===== config.mk =====
export PLATFORM = sky130hd
export DESIGN_NAME = clksel_setup_reg
export DESIGN_NICKNAME = d
export VERILOG_FILES = /design/src/rtl/clksel_pkg.sv /design/src/rtl/clksel_setup_fields.sv /design/src/rtl/clksel_pll_model.sv /design/src/rtl/clksel_core_ctrl.sv /design/src/rtl/clksel_setup_reg.sv
export SDC_FILE = /design/constraint.sdc
export NUM_CORES = 1
export LEC_CHECK = 0
export CAP_MARGIN = 20
export CORE_UTILIZATION = 26
export CTS_BUF_LIST = sky130_fd_sc_hd__clkbuf_16
export DETAILED_ROUTE_END_ITERATION = 7
export PLACE_DENSITY_LB_ADDON = 0.3
export RECOVER_POWER = 25
export SYNTH_ARGS = -nofsm -noshare
export SYNTH_HDL_FRONTEND = slang
export SYNTH_SLANG_ARGS = --single-unit

===== constraint.sdc =====
create_clock -name clk -period 1.7 [get_ports clk]
set_input_delay 0.17 -clock clk [delete_from_list [all_inputs] [get_ports clk]]
set_output_delay 0.17 -clock clk [all_outputs]
set_load 0.03 [all_outputs]

===== src/rtl/clksel_pkg.sv =====
`timescale 1ns/1ps
// Package: shared encodings for the clock-select setup register.
// Assumes an 8-bit register with the field positions fixed below.
package clksel_pkg;

    typedef enum logic [1:0] {
        SEL_BASE = 2'b00,
        SEL_X2   = 2'b01,
        SEL_RSVD = 2'b10,
        SEL_X4   = 2'b11
    } clk_sel_e;

    typedef enum logic [1:0] {
        CORE_RUNNING = 2'b00,
        CORE_HALTED  = 2'b01,
        CORE_ARMED   = 2'b10
    } core_state_e;

    typedef struct packed {
        logic     fast_rd_en;
        clk_sel_e clk_sel;
        logic     enh_func;
        logic     sync_skip;
    } setup_t;

    localparam int          BIT_FAST_RD = 7;
    localparam int          BIT_SEL_HI  = 5;
    localparam int          BIT_SEL_LO  = 4;
    localparam int          BIT_ENH     = 3;
    localparam int          BIT_SKIP    = 2;
    localparam logic [7:0]  RESTART_CMD = 8'h18;

endpackage


===== src/rtl/clksel_setup_fields.sv =====
`timescale 1ns/1ps
// Module: setup field storage and one-shot clock-select change control.
// Stores the register fields, drops the reserved select code, allows one
// select change per reset and flags any later change attempt.
// Assumes writes are single-cycle strobes in the clk domain.
module clksel_setup_fields
    import clksel_pkg::*;
(
    input  logic       clk,
    input  logic       rst_n,
    input  logic       wr_en,
    input  logic [7:0] wdata,
    output setup_t     cfg,
    output logic       sel_change,
    output logic       sel_err
);

    clk_sel_e req_sel;
    logic     sel_differs;
    logic     change_used;
    logic     unused_wbits;

    assign unused_wbits = ^{wdata[6], wdata[1:0]};

    // Decode the requested select and see whether it is a real, allowed change.
    always_comb begin
        req_sel     = clk_sel_e'(wdata[BIT_SEL_HI:BIT_SEL_LO]);
        sel_differs = wr_en && (req_sel != SEL_RSVD) && (req_sel != cfg.clk_sel);
        sel_change  = sel_differs && !change_used;
    end

    // Store the plain fields on every write, the select only on an accepted change.
    always_ff @(posedge clk) begin
        if (!rst_n) begin
            cfg <= '{fast_rd_en: 1'b0, clk_sel: SEL_BASE, enh_func: 1'b0, sync_skip: 1'b0};
        end else if (wr_en) begin
            cfg.fast_rd_en <= wdata[BIT_FAST_RD];
            cfg.enh_func   <= wdata[BIT_ENH];
            cfg.sync_skip  <= wdata[BIT_SKIP];
            if (sel_change) begin
                cfg.clk_sel <= req_sel;
            end
        end
    end

    // Remember the single allowed change and latch the error on a refused one.
    always_ff @(posedge clk) begin
        if (!rst_n) begin
            change_used <= 1'b0;
            sel_err     <= 1'b0;
        end else begin
            if (sel_change) begin
                change_used <= 1'b1;
            end
            if (sel_differs && change_used) begin
                sel_err <= 1'b1;
            end
        end
    end

endmodule


===== src/rtl/clksel_pll_model.sv =====
`timescale 1ns/1ps
// Module: behavioural stand-in for the clock-multiplier PLL.
// Powers up on a one-cycle request and counts LOCK_CYCLES cycles to lock.
// Assumes it powers up at most once per reset and never powers down.
module clksel_pll_model #(
    parameter int LOCK_CYCLES = 1000,
    parameter int CNT_W       = $clog2(LOCK_CYCLES + 1)
) (
    input  logic             clk,
    input  logic             rst_n,
    input  logic             power_up,
    output logic             pll_en,
    output logic [CNT_W-1:0] lock_cnt,
    output logic             locked
);

    localparam logic [CNT_W-1:0] LOCK_VAL = CNT_W'(LOCK_CYCLES);

    // Hold the multiplier power enable once it is requested.
    always_ff @(posedge clk) begin
        if (!rst_n) begin
            pll_en <= 1'b0;
        end else if (power_up) begin
            pll_en <= 1'b1;
        end
    end

    // Count lock time while powered, saturating at the lock value.
    always_ff @(posedge clk) begin
        if (!rst_n || !pll_en) begin
            lock_cnt <= '0;
        end else if (lock_cnt != LOCK_VAL) begin
            lock_cnt <= lock_cnt + CNT_W'(1);
        end
    end

    assign locked = pll_en && (lock_cnt == LOCK_VAL);

endmodule


===== src/rtl/clksel_core_ctrl.sv =====
`timescale 1ns/1ps
// Module: run/halt control of the protocol core.
// Halts on a clock-select change and resumes after the restart command
// and multiplier lock. A restart command seen before lock is kept.
// Assumes the select change and lock inputs come from the same clk domain.
module clksel_core_ctrl
    import clksel_pkg::*;
(
    input  logic       clk,
    input  logic       rst_n,
    input  logic       sel_change,
    input  logic       cmd_wr,
    input  logic [7:0] cmd_wdata,
    input  logic       locked,
    output logic       core_run
);

    core_state_e state_q, state_d;
    logic        restart_req;

    // Pick the next run/halt state from change, command and lock.
    always_comb begin
        restart_req = cmd_wr && (cmd_wdata == RESTART_CMD);
        state_d     = state_q;
        unique case (state_q)
            CORE_RUNNING: if (sel_change)  state_d = CORE_HALTED;
            CORE_HALTED:  if (restart_req) state_d = locked ? CORE_RUNNING : CORE_ARMED;
            CORE_ARMED:   if (locked)      state_d = CORE_RUNNING;
            default:                       state_d = CORE_HALTED;
        endcase
    end

    // Register the run/halt state.
    always_ff @(posedge clk) begin
        if (!rst_n) begin
            state_q <= CORE_RUNNING;
        end else begin
            state_q <= state_d;
        end
    end

    assign core_run = (state_q == CORE_RUNNING);

endmodule


===== src/rtl/clksel_setup_reg.sv =====
`timescale 1ns/1ps
// Module: top of the clock-select setup register with core restart.
// Joins field storage, the PLL lock model and core run control, and
// builds the read data and the decoded controls.
// Assumes one register and one command port, both single-cycle strobes.
module clksel_setup_reg
    import clksel_pkg::*;
#(
    parameter int LOCK_CYCLES = 1000,
    parameter int CNT_W       = $clog2(LOCK_CYCLES + 1)
) (
    input  logic             clk,
    input  logic             rst_n,
    input  logic             reg_wr,
    input  logic [7:0]       reg_wdata,
    output logic [7:0]       reg_rdata,
    input  logic             cmd_wr,
    input  logic [7:0]       cmd_wdata,
    input  logic             bus_strap_i,
    input  logic             bus_muxed_i,
    output logic             core_run_o,
    output logic             pll_en_o,
    output logic [CNT_W-1:0] lock_cnt_o,
    output logic             pll_locked_o,
    output logic             fast_read_o,
    output logic [1:0]       clk_sel_o,
    output logic             enh_func_o,
    output logic             sync_skip_o,
    output logic             sel_err_o
);

    setup_t cfg;
    logic   sel_change;

    clksel_setup_fields u_fields (
        .clk        (clk),
        .rst_n      (rst_n),
        .wr_en      (reg_wr),
        .wdata      (reg_wdata),
        .cfg        (cfg),
        .sel_change (sel_change),
        .sel_err    (sel_err_o)
    );

    clksel_pll_model #(
        .LOCK_CYCLES (LOCK_CYCLES),
        .CNT_W       (CNT_W)
    ) u_pll (
        .clk      (clk),
        .rst_n    (rst_n),
        .power_up (sel_change),
        .pll_en   (pll_en_o),
        .lock_cnt (lock_cnt_o),
        .locked   (pll_locked_o)
    );

    clksel_core_ctrl u_core (
        .clk       (clk),
        .rst_n     (rst_n),
        .sel_change(sel_change),
        .cmd_wr    (cmd_wr),
        .cmd_wdata (cmd_wdata),
        .locked    (pll_locked_o),
        .core_run  (core_run_o)
    );

    // Assemble read data; unused bit positions read as zero.
    always_comb begin
        reg_rdata                         = '0;
        reg_rdata[BIT_FAST_RD]            = cfg.fast_rd_en;
        reg_rdata[BIT_SEL_HI:BIT_SEL_LO]  = cfg.clk_sel;
        reg_rdata[BIT_ENH]                = cfg.enh_func;
        reg_rdata[BIT_SKIP]               = cfg.sync_skip;
    end

    // Decode the field controls seen by the rest of the controller.
    always_comb begin
        fast_read_o = cfg.fast_rd_en && bus_strap_i && !bus_muxed_i;
        clk_sel_o   = cfg.clk_sel;
        enh_func_o  = cfg.enh_func;
        sync_skip_o = cfg.sync_skip;
    end

endmodule


==> reports/qor.txt <==
Status: finished, final reports clean
Cell taking the most area after synthesis: dfxtp_1
Htree depth: 1
Clock Power Share: 0.356
Post-route cell area: 1627 um2
Post-CTS Hold Fix Bufs: 0
Vias in the first global route: 984
Reg clk slew, reported paths: 0.05 ns
Final GP Congestion: 0.7844
Max clock buf depth: 2
Hold path startpoint: u_fields.sel_err
Largest net degree at the start of global routing: 11
CTS Buf Count: 3
Synth Instances: 119
Worst skew pair latency: 0.25 ns
Fmax: 615.4 MHz
Final setup fails: 0
Top Family by Delay on Critical Path: buffers and inverters
Slowest stage cell, crit path: clkdlybuf4s50_1
DRT iter0 DRCs: 32
CP bufs+invs: 2
Flops & latches, synth: 19
DR DRC count: 0
CP Class: flop to output port
Syn Area/Cell: 8.706 um2
Initial antenna violation count: 0
Root Driver: clkbuf_16
Post-synth EDFFs: 0
Hold endpoint: u_fields.sel_err
Mapped Area: 1036 um2
Final worst slack: 0.07508 ns
CP arrival: 1.45 ns
DP Area: 1526 um2
Final Hold Violating Endpoints: 0
Async set or reset register ratio after synthesis: 0
Fin crit period: 1.625 ns
Worst hold slack: 0.4624 ns
Die height: 65.13 um
Die W: 65.13 um
Area contributors post-synth: dfxtp_1 (37%), ha_1 (6.0%), buf_4 (5.8%)
Die area: 4241 um2
Internal power: 0.0009581 W
Reg-to-reg setup timing slack: 0.11 ns
Worst r2r dst: u_core.state_q[0]
CTS tree: done
IO buf count: 42
Slowest stage delay, CP: 0.67 ns
MaxCap Viol Count: 0
Crit path launch type: flop
First-pass GRT wire length: 3974 um
Synth unique cells: 36
Via density: 4.648
Area growth, synth to finish: 57.00%
Antenna Cells: 0
Worst setup EP type: output port
TritonCTS Sinks: 19
Worst reg2reg path depth: 6
PwrDens: 820.5 nW/um2
Top cells by instance count after synthesis: dfxtp_1 (19), nor2_1 (12), inv_1 (9), buf_4 (8), nand2_1 (7)
RSZ-0062 raised after global routing: false
Crit path max fanout: 5
Clock skew: 0.002601 ns
Switching power total: 0.0003766 W
Period utilization: 0.9558
Row cnt: 22
Share of layout cells above drive strength 1: 0.1333
Logic pwr share: 0.271
Cell leakage power: 0.6429 nW
Top Ports: 49
Synth warn: 0
Slew Limit Fails: 0
Worst vdd ir: 435.7 uV
Total Power: 0.001335 W
Most frequent cell after synthesis: dfxtp_1
HP Class: flop to flop
Initial core utilization: 0.2767
Post-Route WL: 2451 um
Post-synthesis sequential area ratio: 0.3671
Yosys top cell area share: 0.3671
Pre-CTS setup slack: -0.04423 ns
Worst Hold Depth: 2
Most common flop cell mapped by yosys: dfxtp_1
CP Data Required Time: 1.53 ns
Detailed-route via count: 990
Sw Share: 0.2822
Pre-antenna DRT Iters: 4
GRT Total Usage: 0.1215
DR WL/cell: 11.51 um
Nets: 193
Gr ovfl total: 0
Worst r2r src: u_pll.lock_cnt[1]
Core area: 3744 um2
Detailed placement HPWL: 1884 um
Critical-path cell list: buf_4, clkdlybuf4s50_1
Antenna Nets Post-Route: 0
Register share of total power: 0.373
per-layer routing:
layer	vias to the layer above	wire, um	GRT usage
met5	-	0	0
met4	0	17	0.03261
met1	463	1101	0.1296
met2	30	1197	0.2227
met3	3	135	0.04514
li1	494	-	-
worst min-delay path, cell delays in order (launching register included):
cell	delay (ns)
dfxtp_1	0.31
inv_1	0.05
a21oi_1	0.05
cell usage in the layout, fill, tap and decap left out, types with 2 or more instances in the layout:
| cell type | synthesis | final |
|---|---|---|
| buf_4 | 8 | 7 |
| dlygate4sd2_1 | 0 | 2 |
| xor2_1 | 3 | 3 |
| o21ai_0 | 3 | 3 |
| inv_1 | 9 | 9 |
| dfxtp_2 | 0 | 2 |
| nor3_1 | 5 | 5 |
| nand3_1 | 6 | 6 |
| ha_1 | 5 | 4 |
| conb_1 | 1 | 3 |
| and3_1 | 2 | 2 |
| xnor2_1 | 5 | 5 |
| or3_1 | 2 | 2 |
| a21oi_1 | 6 | 6 |
| clkbuf_16 | 0 | 3 |
| clkdlybuf4s50_1 | 0 | 38 |
| dfxtp_1 | 19 | 16 |
| nor2_1 | 12 | 12 |
| nand2_1 | 7 | 7 |
| nand2b_1 | 2 | 2 |
| mux2i_1 | 5 | 5 |
flip-flops by register name (all words and copies together), names as in the netlist:
signal / count
u_core.state_q: 2
u_fields.sel_err: 1
u_pll.lock_cnt: 10
u_fields.cfg: 5
u_pll.pll_en: 1
power by group through the flow:
stage,Clock (W),Sequential [W],Combinational [W]
after floorplan,0,0.000522,0.000231
after global placement,0,0.000505,0.000364
after detailed placement,0,0.000507,0.000372
after CTS,0.000491,0.000499,0.000362
after global routing,0.000513,0.000502,0.000398
final,0.000475,0.000498,0.000361
repair_timing:
item,4_1_cts,5_1_grt
cloned,0,0
setup buffers,0,0
pin swaps,1,2
resized for setup,3,6
endpoints found under the setup margin,3,2
area by class of cell:
cell class                      instances  area [um2]
Fill cell                             382        2117
Tap cell                               48       60.06
Clock inverter                          1       3.754
Multi-Input combinational cell         84       600.6
Clock buffer                            3       75.07
Timing Repair Buffer                   49       464.2
Inverter                                9       36.28
Sequential cell                        19       386.6
worst max-delay path by stage:
| stage | start | endpoint | slack (ns) | depth (start not counted) |
|---|---|---|---|---|
| after global routing | u_pll.lock_cnt[1] | u_core.state_q[0] | 0.005 | 6 |
| after global placement | cmd_wr | u_core.state_q[0] | -0.008 | 5 |
| after detailed placement | cmd_wr | u_core.state_q[0] | -0.04 | 5 |
| final | u_pll.lock_cnt[3] | lock_cnt_o[3] | 0.08 | 2 |
| after CTS | u_pll.lock_cnt[0] | u_core.state_q[0] | 0.06 | 6 |
| after floorplan | u_pll.lock_cnt[5] | u_core.state_q[0] | 0.02 | 4 |
cells by family (layout without fill, tap and decap cells):
kind of cell	Yosys count	after routing	synth area share
XOR/XNOR	8	8	0.06764
adder cells (fa/ha/maj)	5	5	0.06039
AND/OR/NAND/NOR	44	44	0.2222
other	1	3	0.003620
buffers and inverters	18	62	0.09541
flip-flops	19	19	0.3671
AO/OA/AOI/OAI	19	19	0.1353
multiplexers	5	5	0.04831
through the flow:
step                      setup TNS (ns)    util  instances
final                                  0  0.4345        213
after global routing                   0  0.4345        213
after CTS                              0  0.4281        213
after detailed placement        -0.06201  0.4078        209
after global placement         -0.008313  0.4078        209
after floorplan                        0       -        121
Power figures use the tool's default switching activity.
